[src/rtl/sclk_presc_pkg.sv]
package sclk_presc_pkg;

  // Field layout of the prescale setting; positions are decoded behaviour.
  localparam int FIELD_W   = 8;
  localparam int MANT_W    = 4;
  localparam int EXP_W     = 3;
  localparam int LEG_FLAG  = 4;   // linear mode: marks a valid offset value
  localparam int EXP_B0    = 4;   // exponent bit 0
  localparam int EXP_B1    = 6;   // exponent bit 1
  localparam int EXP_B2    = 7;   // exponent bit 2

  localparam int MAX_DIV   = ((1 << MANT_W) - 1) << ((1 << EXP_W) - 1);
  localparam int HALF_W    = $clog2(MAX_DIV / 2 + 1);

  // Strobes from control to datapath.
  typedef struct packed {
    logic load;   // restart the half-period counter
    logic run;    // a nonzero half-period is active
  } presc_stb_t;

endpackage

[src/rtl/sclk_presc_ctrl.sv]
module sclk_presc_ctrl
  import sclk_presc_pkg::*;
#(
  parameter int LEG_MIN_HALF = 2
) (
  input  logic               clk,
  input  logic               rstN,
  input  logic               extMode,
  input  logic [FIELD_W-1:0] prescField,
  output logic [HALF_W-1:0]  halfLen,
  output presc_stb_t         stb
);

  localparam logic [HALF_W-1:0] LEG_MIN = HALF_W'(LEG_MIN_HALF);

  logic [MANT_W-1:0] mant;
  logic [EXP_W-1:0]  expo;
  logic [HALF_W:0]   extDiv;
  logic [HALF_W-1:0] halfExt;
  logic [HALF_W-1:0] halfLeg;
  logic [HALF_W-1:0] halfNext;
  logic [HALF_W-1:0] halfReg;
  logic              loadReg;
  logic              primed;

  assign mant = prescField[MANT_W-1:0];
  assign expo = {prescField[EXP_B2], prescField[EXP_B1], prescField[EXP_B0]};

  always_comb begin
    extDiv  = {{(HALF_W+1-MANT_W){1'b0}}, mant} << expo;
    halfExt = extDiv[HALF_W:1];
    if (mant != '0 && halfExt == '0) halfExt = HALF_W'(1);

    halfLeg = {{(HALF_W-MANT_W){1'b0}}, prescField[MANT_W-1:0]};
    if (!prescField[LEG_FLAG] || halfLeg < LEG_MIN) halfLeg = LEG_MIN;

    halfNext = extMode ? halfExt : halfLeg;
  end

  always_ff @(posedge clk or negedge rstN) begin
    if (!rstN) begin
      halfReg <= '0;
      loadReg <= 1'b0;
      primed  <= 1'b0;
    end else begin
      halfReg <= halfNext;
      loadReg <= (halfNext != halfReg);
      primed  <= 1'b1;
    end
  end

  assign halfLen  = halfReg;
  assign stb.load = loadReg;
  assign stb.run  = (halfReg != '0);

  AST_LEGACY_RANGE: assert property (@(posedge clk) disable iff (!rstN)
    (primed && !$past(extMode)) |-> (halfReg >= LEG_MIN && halfReg <= HALF_W'(15))) else $error("legacy half out of range");

  AST_EXT_NONZERO: assert property (@(posedge clk) disable iff (!rstN)
    (primed && $past(extMode) && $past(prescField[MANT_W-1:0]) != '0) |-> (halfReg != '0)) else $error("extended half collapsed to zero");

endmodule

[src/rtl/sclk_presc_dp.sv]
module sclk_presc_dp
  import sclk_presc_pkg::*;
(
  input  logic              clk,
  input  logic              rstN,
  input  presc_stb_t        stb,
  input  logic [HALF_W-1:0] halfLen,
  output logic              tick
);

  localparam logic [HALF_W-1:0] ONE = HALF_W'(1);

  logic [HALF_W-1:0] cnt;
  logic              expire;

  assign expire = (cnt == '0);

  always_ff @(posedge clk or negedge rstN) begin
    if (!rstN)                  cnt <= '0;
    else if (!stb.run)          cnt <= '0;
    else if (stb.load || expire) cnt <= halfLen - ONE;
    else                        cnt <= cnt - ONE;
  end

  assign tick = stb.run && !stb.load && expire;

  AST_CNT_BOUND: assert property (@(posedge clk) disable iff (!rstN)
    (stb.run && !stb.load) |-> (cnt < halfLen)) else $error("count beyond half-period");

  AST_COUNT_DOWN: assert property (@(posedge clk) disable iff (!rstN)
    (stb.run && !stb.load && !expire) |=> (cnt == $past(cnt) - ONE)) else $error("count did not step down");

  AST_RELOAD: assert property (@(posedge clk) disable iff (!rstN)
    (stb.run && (stb.load || expire)) |=> (cnt == $past(halfLen) - ONE)) else $error("reload value wrong");

endmodule

[src/rtl/spi_sclk_prescaler.sv]
module spi_sclk_prescaler
  import sclk_presc_pkg::*;
#(
  parameter int LEG_MIN_HALF = 2
) (
  input  logic               clk,
  input  logic               rstN,
  input  logic               extMode,
  input  logic [FIELD_W-1:0] prescField,
  output logic               sclkTick
);

  presc_stb_t        stb;
  logic [HALF_W-1:0] halfLen;

  sclk_presc_ctrl #(.LEG_MIN_HALF(LEG_MIN_HALF)) i_ctrl (
    .clk        (clk),
    .rstN       (rstN),
    .extMode    (extMode),
    .prescField (prescField),
    .halfLen    (halfLen),
    .stb        (stb)
  );

  sclk_presc_dp i_dp (
    .clk     (clk),
    .rstN    (rstN),
    .stb     (stb),
    .halfLen (halfLen),
    .tick    (sclkTick)
  );

  AST_STOP_SILENT: assert property (@(posedge clk) disable iff (!rstN)
    (extMode && prescField[MANT_W-1:0] == '0 && $past(extMode) && $past(prescField[MANT_W-1:0]) == '0)
    |-> !sclkTick) else $error("tick while multiplier is zero");

endmodule

[config.mk]
export PLATFORM = sky130hd
export DESIGN_NAME = spi_sclk_prescaler
export DESIGN_NICKNAME = d
export VERILOG_FILES = /design/src/rtl/sclk_presc_pkg.sv /design/src/rtl/sclk_presc_ctrl.sv /design/src/rtl/sclk_presc_dp.sv /design/src/rtl/spi_sclk_prescaler.sv
export SDC_FILE = /design/constraint.sdc
export NUM_CORES = 1
export LEC_CHECK = 0
export BUFFER_PORTS_ARGS = -buffer_cell sky130_fd_sc_hd__buf_2
export CORE_AREA = 2 2 69 71
export CTS_BUF_LIST = sky130_fd_sc_hd__clkbuf_2
export CTS_CLUSTER_DIAMETER = 100
export CTS_CLUSTER_SIZE = 40
export DETAILED_ROUTE_END_ITERATION = 6
export DIE_AREA = 0 0 71 73
export PLACE_DENSITY = 0.5
export RECOVER_POWER = 100
export SLEW_MARGIN = 0
export SYNTH_ARGS = -nofsm -noshare
export SYNTH_HDL_FRONTEND = slang
export SYNTH_SLANG_ARGS = --single-unit
[constraint.sdc]
create_clock -name clk -period 5.5 [get_ports clk]
set_input_delay 0.55 -clock clk [delete_from_list [all_inputs] [get_ports clk]]
set_output_delay 0.55 -clock clk [all_outputs]
set_load 0.01 [all_outputs]
==> results.md <==
- Row count: 25
- Share of the clock period used by the worst path after layout: 49.2%
- Leading cell types by total area after synthesis: dfrtp_1 35%, nor2_1 5.5%, xor2_1 5.2%, nor3_1 3.7%, xnor2_1 3.5%
- Clock-pin slew on the worst setup and hold paths: around 0.20 ns
- Predominant post-synthesis flop cell: dfrtp_1
- Remaining number of nets flagged by the antenna check after routing: 0
- Total of hold buffers inserted after clock tree synthesis: 0
- DP Wirelength: ~2700 um
- Antenna violations before repair: 0
- Area of the multi-input gates: ~890 um2
- Maximum fanout count along the critical path: 15
- Share of synthesized flip-flops with an asynchronous set or reset: 100%
- FF+latch area: roughly 530 um2
- Post-Route Skew: 0.0116 ns
- Initial drt markers: 94
- Post-synth top area cell: dfrtp_1
- Initial Utilization: about a third
- Post-detailed-routing wire length: around 3500 um
- Clock period minus worst slack: about 2.7 ns
- Boundary pin count: 12
- Synth warn: 0
- Result of the run: finished, final reports clean
- Maximum Capacitance Violations: 0
- Setup slack after layout: 2.80 ns
- Slew Limit Fails: 0
- Syn Area/Cell: ~8.8 um2
- Vias after detailed routing: approximately 1300
- Path category of the worst min-delay check: in2async
- Chip Width: 71 um
- Number of iterations in the first detailed-routing pass: 4
- Gr ovfl total: 0
- Core area: 0.00454 mm2
- Transition at the pin with the smallest max-transition slack: 1.12 ns
- Number of buffers added by the clock tree synthesis step: 3
- Post-layout utilization of the core: between 30% and 40%
- CTS tree: done
- Combined global-route utilization of all metal layers: 14.9%
- Clock tree buffer depth: 2
- Routed wirelength normalized by instance count: ~15 um
- PD cells: about 250 mW/mm2
- Post-synthesis cell count: 171
- Top-area cell type share of the netlist area: 35.0%
- Final setup violation count: 0
- Setup TNS after final layout: 0 ns
- Met2 track utilization from global routing: about 26%
- Largest net degree at the start of global routing: 22
- Lkg Pwr: roughly 0.7 nW
- Met3 Usage GRT: 1.24%
- Count of unique library cells instantiated by Yosys: 48
- Clock sink total: 21
- Final hold slack: roughly 0.39 ns
- Worst r2r dst: i_dp.cnt[4]
- DRC viols: 0
- Worst slew slack as a fraction of its limit: between 20% and 30%
- Final weighted congestion in routability-driven placement: slightly below 0.8
- Syn_nets: roughly 180
- Global-route wire length before repair: 6200 um
- Place WS: approximately 2.8 ns
- Reg2Reg Depth: 8
- Setup repair after global routing missed its margin: false
- Hold violation total from the final report: 0
- Number of I/O port buffers: 10
- Per-cell via count in the routed design: 5.78
- CTS root buf: clkbuf_2
- IR drop worst, VDD: 0.0672 mV
- Post-synthesis to final-layout area growth: 4.41%
- FMAX: 370 MHz
- Worst setup EP type: flip-flop
- Most used cells in the layout excluding fill and tap cells: 22 x nor2_1, 21 x dfrtp_1, 11 x nor3_1
- Number of flops mapped to enable cells by yosys: 0
- R2r setup slk: 2.93 ns
- Worst endpoint required time: around 5.7 ns
- Diode count: 0
- Chip Height: about 73 um
- Post-cts gate resize count: 0
- Met1 Track Usage GR: around 19%
- Number of fill cells in the layout: roughly 480
- Register bit count reported by yosys: 21
- Fraction of final layout cells with drive strength greater than 1: around 8.5%
- Startpoint kind of the worst setup timing path: input pin
- Post-CTS setup buffer count: 0
- Latest clock arrival within the worst-skew pair: 0.31 ns
- Netlist area before placement: 0.00150 mm2
- Portion of the post-synthesis area used by sequential elements: approximately a third
- Nets@finish: approximately 190
- Level count of the clock H-tree: 1
- Worst reg2reg startpoint: i_dp.cnt[2]
- Busiest grt layer: met2
- CP arrival: approximately 2.9 ns
- Full die area: around 0.0052 mm2
- Number of global-route vias before repair: about 1300
- Most common library cell in the layout ignoring fill and taps: nor2_1
- Worst setup path class: in2reg
==> per-stage QoR <==
stage	cell area, um2	cells	power [mW]
global placement	1570	226	0.332
global route	1570	230	0.424
detailed placement	1570	226	0.335
CTS	1590	230	0.401
finish	1570	230	0.391
floorplan	1500	171	0.301
==> kinds of logic after synthesis <==
logic type	Yosys count	share of synthesized area [%]
AND/OR/NAND/NOR	66	22.6
AO/OA/AOI/OAI	45	22.1
flip-flops	21	35.0
XOR/XNOR	15	8.74
buffers and inverters	15	5.08
multiplexers	8	5.75
adder cells (fa/ha/maj)	1	0.833
==> state kept, by name (all words and copies together) (netlist names) <==
name / count
i_dp.cnt: 10
i_ctrl.halfLen: 10
i_ctrl.loadReg: 1
==> power breakdown <==
part	switching [mW]	internal, mW
logic	0.0747	0.0515
clock network	0.0458	0.0165
registers	0.0251	0.177
total	0.146	0.245
==> worst max path at each step <==
| stage | endpoint | cells past startpoint | slack, ns | from |
|---|---|---|---|---|
| global placement | i_ctrl.loadReg | 7 | 2.88 | prescField[4] |
| CTS | sclkTick | 5 | 3.02 | i_ctrl.halfLen[5] |
| detailed placement | i_ctrl.loadReg | 7 | 2.85 | prescField[4] |
| floorplan | i_ctrl.loadReg | 7 | 3.44 | prescField[4] |
| finish | i_ctrl.loadReg | 7 | 2.80 | prescField[4] |
| global route | i_ctrl.loadReg | 7 | 2.64 | prescField[4] |
==> critical path: stages <==
cell	delay, ns
clkbuf_1	0.51
mux2i_1	0.57
o32ai_1	0.22
xor2_1	0.18
or4_1	0.41
nor4_1	0.30
o2111ai_1	0.17
==> synth_stat cells (4+ instances only) <==
library cell,number
xor2_1,9
nand2_1,7
nand4_1,4
a21oi_1,6
nor2_1,22
o21ai_0,4
dfrtp_1,21
mux2i_1,5
a22oi_1,4
xnor2_1,6
buf_2,4
nand3_1,4
nand2b_1,4
o22ai_1,5
nor3_1,11
inv_1,6
==> layout make-up <==
| cell class | count | share of cell area (%) |
|---|---|---|
| Clock buffer | 3 | 0.957 |
| Clock inverter | 1 | 0.319 |
| Inverter | 6 | 1.44 |
| Multi-Input combinational cell | 135 | 56.5 |
| Sequential cell | 21 | 33.5 |
| Tap cell | 54 | 4.31 |
| Timing Repair Buffer | 10 | 3.03 |
==> routing by layer <==
metal	up-vias	routed length [um]	share of wire, %
met3	4	99	2.8
met4	0	42	1.2
met2	28	1780	50
li1	646	-	-
met5	-	0	0
met1	652	1610	46
(Power assumes the default switching activity.)
